## config.mk

```make
export PLATFORM = sky130hd
export DESIGN_NAME = dual_range_delay
export DESIGN_NICKNAME = d
export VERILOG_FILES = /design/src/rtl/dly_pkg.sv /design/src/rtl/delay_ctrl.sv /design/src/rtl/delay_datapath.sv /design/src/rtl/dual_range_delay.sv
export SDC_FILE = /design/constraint.sdc
export NUM_CORES = 1
export LEC_CHECK = 0
export BUFFER_PORTS_ARGS = -buffer_cell sky130_fd_sc_hd__buf_4
export CORE_ASPECT_RATIO = 1.4
export CORE_MARGIN = 2
export CORE_UTILIZATION = 34
export CTS_BUF_LIST = sky130_fd_sc_hd__clkbuf_4
export DETAILED_ROUTE_END_ITERATION = 8
export HOLD_SLACK_MARGIN = 0.15
export PLACE_DENSITY_LB_ADDON = 0.05
export SLEW_MARGIN = 5
export SYNTH_ARGS = -nofsm -noshare
export SYNTH_HDL_FRONTEND = slang
export SYNTH_SLANG_ARGS = --single-unit
```

## constraint.sdc

```tcl
create_clock -name clk -period 2.4 [get_ports clk]
set_input_delay 0.12 -clock clk [delete_from_list [all_inputs] [get_ports clk]]
set_output_delay 0.12 -clock clk [all_outputs]
set_load 0.02 [all_outputs]
```

## src/rtl/dly_pkg.sv

```systemverilog
package dly_pkg;
  localparam int IDX_W = 8;

  typedef struct packed {
    logic              bypass;
    logic [IDX_W-1:0]  tapIdx;
  } tapCmd_t;
endpackage

```

## src/rtl/delay_ctrl.sv

```systemverilog
module delay_ctrl
  import dly_pkg::*;
#(
  parameter int LANES = 4,
  parameter int SEL_W = 4,
  parameter int MAX_D = 10
) (
  input  logic [LANES*SEL_W-1:0] selIn,
  output tapCmd_t [LANES-1:0]    cmd
);
  localparam int CAP_IDX = MAX_D - 1;

  always_comb begin
    for (int l = 0; l < LANES; l++) begin
      logic [SEL_W-1:0] sel;
      sel = selIn[l*SEL_W +: SEL_W];
      cmd[l].bypass = 1'b0;
      cmd[l].tapIdx = '0;
      if (sel == '0) begin
        cmd[l].bypass = 1'b1;
      end else if (int'(sel) >= MAX_D) begin
        cmd[l].tapIdx = IDX_W'(CAP_IDX);
      end else begin
        cmd[l].tapIdx = IDX_W'(sel) - IDX_W'(1);
      end
    end
  end

  // the datapath only has MAX_D stages; any command must stay inside them
  always_comb begin
    for (int l = 0; l < LANES; l++) begin
      p_tap_in_range_r5: assert (cmd[l].bypass || int'(cmd[l].tapIdx) < MAX_D)
        else $error("tap index beyond chain depth");
    end
  end
endmodule

```

## src/rtl/delay_datapath.sv

```systemverilog
module delay_datapath
  import dly_pkg::*;
#(
  parameter int LANES = 4,
  parameter int DEPTH = 10
) (
  input  logic                 clk,
  input  logic                 rst,
  input  logic [LANES-1:0]     laneIn,
  input  tapCmd_t [LANES-1:0]  cmd,
  output logic [LANES-1:0]     laneOut
);
  localparam int SEL_B = (DEPTH > 1) ? $clog2(DEPTH) : 1;

  for (genvar l = 0; l < LANES; l++) begin : g_lane
    logic [DEPTH-1:0] stage;
    logic             tapBit;

    if (DEPTH == 1) begin : g_single
      always_ff @(posedge clk) begin
        if (rst) stage <= '0;
        else     stage <= laneIn[l];
      end
    end else begin : g_chain
      always_ff @(posedge clk) begin
        if (rst) stage <= '0;
        else     stage <= {stage[DEPTH-2:0], laneIn[l]};
      end
    end

    always_comb begin
      if (cmd[l].bypass) tapBit = laneIn[l];
      else               tapBit = stage[cmd[l].tapIdx[SEL_B-1:0]];
    end

    always_ff @(posedge clk) begin
      if (rst) laneOut[l] <= 1'b0;
      else     laneOut[l] <= tapBit;
    end

    p_reset_clear_r1: assert property (@(posedge clk)
      rst |=> (laneOut[l] == 1'b0 && stage == '0))
      else $error("reset left data in lane");

    p_bypass_follow_r2: assert property (@(posedge clk) disable iff (rst)
      cmd[l].bypass |=> laneOut[l] == $past(laneIn[l]))
      else $error("zero setting did not pass input through");

    p_quiet_chain_r7: assert property (@(posedge clk) disable iff (rst)
      (stage == '0 && laneIn[l] == 1'b0) |=> (stage == '0 && laneOut[l] == 1'b0))
      else $error("idle lane produced a hit");
  end
endmodule

```

## src/rtl/dual_range_delay.sv

```systemverilog
module dual_range_delay
  import dly_pkg::*;
#(
  parameter int NEAR_LANES = 4,
  parameter int NEAR_SEL_W = 2,
  parameter int NEAR_DEPTH = 3,
  parameter int FAR_LANES  = 4,
  parameter int FAR_SEL_W  = 4,
  parameter int FAR_DEPTH  = 10
) (
  input  logic                           clk,
  input  logic                           rst,
  input  logic [NEAR_LANES-1:0]          nearIn,
  input  logic [NEAR_LANES*NEAR_SEL_W-1:0] nearSel,
  input  logic [FAR_LANES-1:0]           farIn,
  input  logic [FAR_LANES*FAR_SEL_W-1:0] farSel,
  output logic [NEAR_LANES-1:0]          nearOut,
  output logic [FAR_LANES-1:0]           farOut
);
  tapCmd_t [NEAR_LANES-1:0] nearCmd;
  tapCmd_t [FAR_LANES-1:0]  farCmd;

  delay_ctrl #(.LANES(NEAR_LANES), .SEL_W(NEAR_SEL_W), .MAX_D(NEAR_DEPTH)) uNearCtrl (
    .selIn (nearSel),
    .cmd   (nearCmd)
  );

  delay_datapath #(.LANES(NEAR_LANES), .DEPTH(NEAR_DEPTH)) uNearPath (
    .clk     (clk),
    .rst     (rst),
    .laneIn  (nearIn),
    .cmd     (nearCmd),
    .laneOut (nearOut)
  );

  delay_ctrl #(.LANES(FAR_LANES), .SEL_W(FAR_SEL_W), .MAX_D(FAR_DEPTH)) uFarCtrl (
    .selIn (farSel),
    .cmd   (farCmd)
  );

  delay_datapath #(.LANES(FAR_LANES), .DEPTH(FAR_DEPTH)) uFarPath (
    .clk     (clk),
    .rst     (rst),
    .laneIn  (farIn),
    .cmd     (farCmd),
    .laneOut (farOut)
  );
endmodule

```

==> metrics.txt <==
# TYPE chip_impl_metric gauge
chip_impl_metric{name="avgSynthCellArea",unit="sq um"} 9.53
chip_impl_metric{name="clock.fmax",unit="GHz"} 0.462
chip_impl_metric{name="worstMarginPinSlew",unit="ns"} 0.486
chip_impl_metric{name="slew_headroom",unit="%"} 67.6
chip_impl_metric{name="post-route-util",unit="%"} 44.9
chip_impl_metric{name="route.vias.total",unit=""} 2292
chip_impl_metric{name="drt_iter0_markers",unit=""} 63
chip_impl_metric{name="cts.path.max_buffers",unit=""} 2
chip_impl_metric{name="power_report.internal_total",unit="W"} 0.00161
chip_impl_metric{name="syn-num-nets",unit=""} 338
chip_impl_metric{name="floorplan.initialDensity",unit="%"} 34.5
chip_impl_info{name="crit_type",value="in -> reg"} 1
chip_impl_metric{name="die-width",unit="um"} 80.4
chip_impl_metric{name="worst_ep_required_time",unit="ns"} 2.69
chip_impl_metric{name="synthesis.instances",unit=""} 292
chip_impl_info{name="slowest_stage",value="dlygate4sd3_1"} 1
chip_impl_metric{name="yosys_register_bits",unit=""} 60
chip_impl_info{name="tritoncts_clock_tree",value="built"} 1
chip_impl_metric{name="post-route-drc-count",unit=""} 0
chip_impl_metric{name="slew_violations",unit=""} 0
chip_impl_metric{name="h-tree-depth",unit=""} 3
chip_impl_metric{name="clock_sinks",unit=""} 60
chip_impl_metric{name="fraction_of_final_layout_cells_with_drive_strength_greater_than_1",unit="%"} 19.7
chip_impl_metric{name="number_of_antenna_violations_at_the_first_check_in_global_routing",unit=""} 0
chip_impl_info{name="synth.top_cells.by_area",value="dfxtp_1, nor2b_1, ha_1"} 1
chip_impl_metric{name="final_antenna_net_count",unit=""} 0
chip_impl_metric{name="drtPass1Iterations",unit=""} 4
chip_impl_metric{name="worst_setup_hold_path_clk_slew",unit="ns"} 0.10
chip_impl_metric{name="cp_data_arrival_time",unit="ns"} 2.45
chip_impl_metric{name="ant_cells",unit=""} 0
chip_impl_info{name="crit_path_end_kind",value="flip-flop"} 1
chip_impl_metric{name="placement_rows",unit=""} 39
chip_impl_metric{name="fp.coreArea",unit="sq um"} 8050
chip_impl_info{name="status",value="finished, final reports clean"} 1
chip_impl_metric{name="seq_area_frac_synth",unit="%"} 43.2
chip_impl_metric{name="final_critical_path_setup_slack",unit="ns"} 0.236
chip_impl_metric{name="finish.net_count",unit=""} 407
chip_impl_info{name="critPathTopFamily",value="buffers and inverters"} 1
chip_impl_metric{name="switching_share_of_total_power",unit="%"} 25.4
chip_impl_metric{name="synth_top_area_share",unit="%"} 43.2
chip_impl_metric{name="pre_cts_ws",unit="ns"} 0.466
chip_impl_metric{name="grt_pass1_wl",unit="um"} 9660
chip_impl_metric{name="synth-async-reset-ratio",unit="%"} 0
chip_impl_metric{name="avgRoutedWirePerCell",unit="um"} 12.3
chip_impl_metric{name="finalWeightedCongestion",unit=""} 0.796
chip_impl_metric{name="setup_tns",unit="ns"} 0
chip_impl_metric{name="vias_per_cell",unit=""} 4.90
chip_impl_metric{name="timing_hold_violations_final",unit=""} 0
chip_impl_metric{name="place.port_buffers",unit=""} 41
chip_impl_metric{name="final.hold.worst_slack",unit="ns"} 0.236
chip_impl_metric{name="cp_max_fo",unit=""} 2
chip_impl_metric{name="cap_violations",unit=""} 0
chip_impl_metric{name="grt.total_usage",unit="%"} 13.8
chip_impl_metric{name="n_fill_cell",unit=""} 815
chip_impl_metric{name="cellLeakagePower",unit="nW"} 1.45
chip_impl_metric{name="die_y",unit="um"} 111
chip_impl_info{name="timing.critical_path.cells",value="dlygate4sd3_1 > buf_4 > mux4_2 > dlygate4sd3_1 > nor2b_1 > dlygate4sd3_1"} 1
chip_impl_metric{name="synthesis.area",unit="sq um"} 2780
chip_impl_info{name="hold_path.class",value="in -> reg"} 1
chip_impl_metric{name="power.switching",unit="W"} 0.000548
chip_impl_metric{name="die_area",unit="sq um"} 8930
chip_impl_metric{name="power.share.sequential",unit="%"} 47.8
chip_impl_info{name="rsz0062_at_grt",value="false"} 1
chip_impl_metric{name="vdd_ir_drop_max",unit="mV"} 0.326
chip_impl_metric{name="detailedPlacementHpwl",unit="um"} 3970
chip_impl_metric{name="dpl.cell_count",unit=""} 424
chip_impl_info{name="synth.most_common_cell",value="dfxtp_1"} 1
chip_impl_info{name="synth.top_cells.by_count",value="dfxtp_1, nor2b_1, inv_1"} 1
chip_impl_metric{name="area_delta_synth_final",unit="%"} 29.9
chip_impl_metric{name="totalWireLength",unit="um"} 5760
chip_impl_info{name="path_common_cell",value="dlygate4sd3_1"} 1
chip_impl_metric{name="power.share.clock",unit="%"} 36.9
chip_impl_metric{name="critical_path.max_stage_delay",unit="ns"} 0.56
chip_impl_metric{name="finalNonFillerCells",unit=""} 468
chip_impl_metric{name="power.density",unit="nW/um^2"} 597
chip_impl_metric{name="power_frac_comb",unit="%"} 15.2
chip_impl_metric{name="count_of_flip_flops_with_a_built_in_enable_after_synthesis",unit=""} 0
chip_impl_metric{name="synthesis_warning_total",unit=""} 0
chip_impl_metric{name="clock_skew",unit="ns"} 0.0116
chip_impl_metric{name="period_minus_slack",unit="ns"} 2.16
chip_impl_info{name="yosys_most_used_dff",value="dfxtp_1"} 1
chip_impl_metric{name="report.final.setup_viol",unit=""} 0
chip_impl_info{name="yosys.area.top_type",value="dfxtp_1"} 1
chip_impl_metric{name="critical_path_buf_inv_count",unit=""} 4
chip_impl_metric{name="via_count_of_the_first_global_routing_pass",unit=""} 2199
chip_impl_metric{name="cts_resized",unit=""} 0
chip_impl_info{name="clk_root_buffer_cell",value="clkbuf_4"} 1
chip_impl_metric{name="final_min_period_over_clock_period",unit="%"} 90.2
chip_impl_metric{name="grt_max_degree",unit=""} 44
chip_impl_info{name="critical_path.startpoint_type",value="input port"} 1
chip_impl_metric{name="worst_skew_late_latency",unit="ns"} 0.40
chip_impl_metric{name="cts_made_buffers",unit=""} 9
chip_impl_metric{name="grt_overflow",unit=""} 0
chip_impl_metric{name="design.portCount",unit=""} 42
chip_impl_metric{name="synth_cell_type_count",unit=""} 45
[logic make-up after synthesis]
logic type / count (synthesis) / share of synthesized area [%]
xor+xnor: 1 / 0.315
simple gates: 96 / 20.1
mux: 15 / 7.29
flops: 60 / 43.2
fa+ha+maj: 12 / 5.40
buf+inv: 40 / 5.62
compound gates: 68 / 18.1
[worst reg2reg max path: stages (launching register included)]
cell and delay (ns):
dfxtp_1 0.32, mux4_2 0.44, dlygate4sd3_1 0.55, nor2b_1 0.12, dlygate4sd3_1 0.56
[layout by cell type, fill, tap and decap left out, types with 6 or more instances in the layout]
cell,instances
dfxtp_1,60
nor2b_1,42
buf_4,42
inv_1,28
dlygate4sd3_1,28
nor2_1,23
o21ai_0,15
ha_1,12
mux2i_1,9
clkbuf_4,9
nor3_1,8
a21oi_1,6
[metal layers]
layer	track usage (%)	vias to the layer above	wire [um]
li1	-	1170	-
met5	0	-	0
met2	21.8	40	2800
met3	4.40	14	216
met1	16.4	1068	2600
met4	7.01	0	147
[through the flow]
step                      area [sq um]  power (W)
after global routing              3610    0.00228
final                             3610    0.00216
after global placement            3170    0.00135
after floorplan                   2780    0.00124
after CTS                         3610    0.00220
after detailed placement          3170    0.00135
[path summary, 6_finish.rpt]
check                                     startpoint                                endpoint  slack (ns)  cells past startpoint
max reg2reg  uNearPath.g_lane[1].stage[0]$_SDFF_PP0_         uNearPath.laneOut[1]$_SDFF_PP0_        0.31                      4
min                                       farSel[15]          uFarPath.laneOut[3]$_SDFF_PP0_        0.24                      4
max                                        nearIn[1]         uNearPath.laneOut[1]$_SDFF_PP0_        0.24                      6
min reg2reg   uFarPath.g_lane[3].stage[3]$_SDFF_PP0_  uFarPath.g_lane[3].stage[4]$_SDFF_PP0_        0.44                      2
[flip-flops by register name (all words and copies together), names as in the netlist]
name                    cells
uFarPath.laneOut            4
uNearPath.laneOut           4
uFarPath.g_lane.stage      40
uNearPath.g_lane.stage     12
[final cells by class]
class / count / area (sq um) / share of cell area [%]
Sequential cell: 60 / 1200 / 33.3
Clock buffer: 9 / 67.6 / 1.87
Clock inverter: 7 / 91.3 / 2.53
Tap cell: 102 / 128 / 3.53
Inverter: 28 / 105 / 2.91
Timing Repair Buffer: 70 / 596 / 16.5
Multi-Input combinational cell: 192 / 1420 / 39.4
[repair_timing]
action,in CTS,in global routing
endpoints found under the hold margin,42,0
hold buffers,28,0
buffers inserted,0,0
[power by group through the flow]
stage	clock (W)	combinational [W]	sequential [W]
floorplan	0	0.000174	0.00107
global placement	0	0.000293	0.00106
detailed placement	0	0.000292	0.00106
CTS	0.000834	0.000330	0.00103
global route	0.000881	0.000362	0.00104
finish	0.000797	0.000328	0.00103
Power figures use the tool's default switching activity.
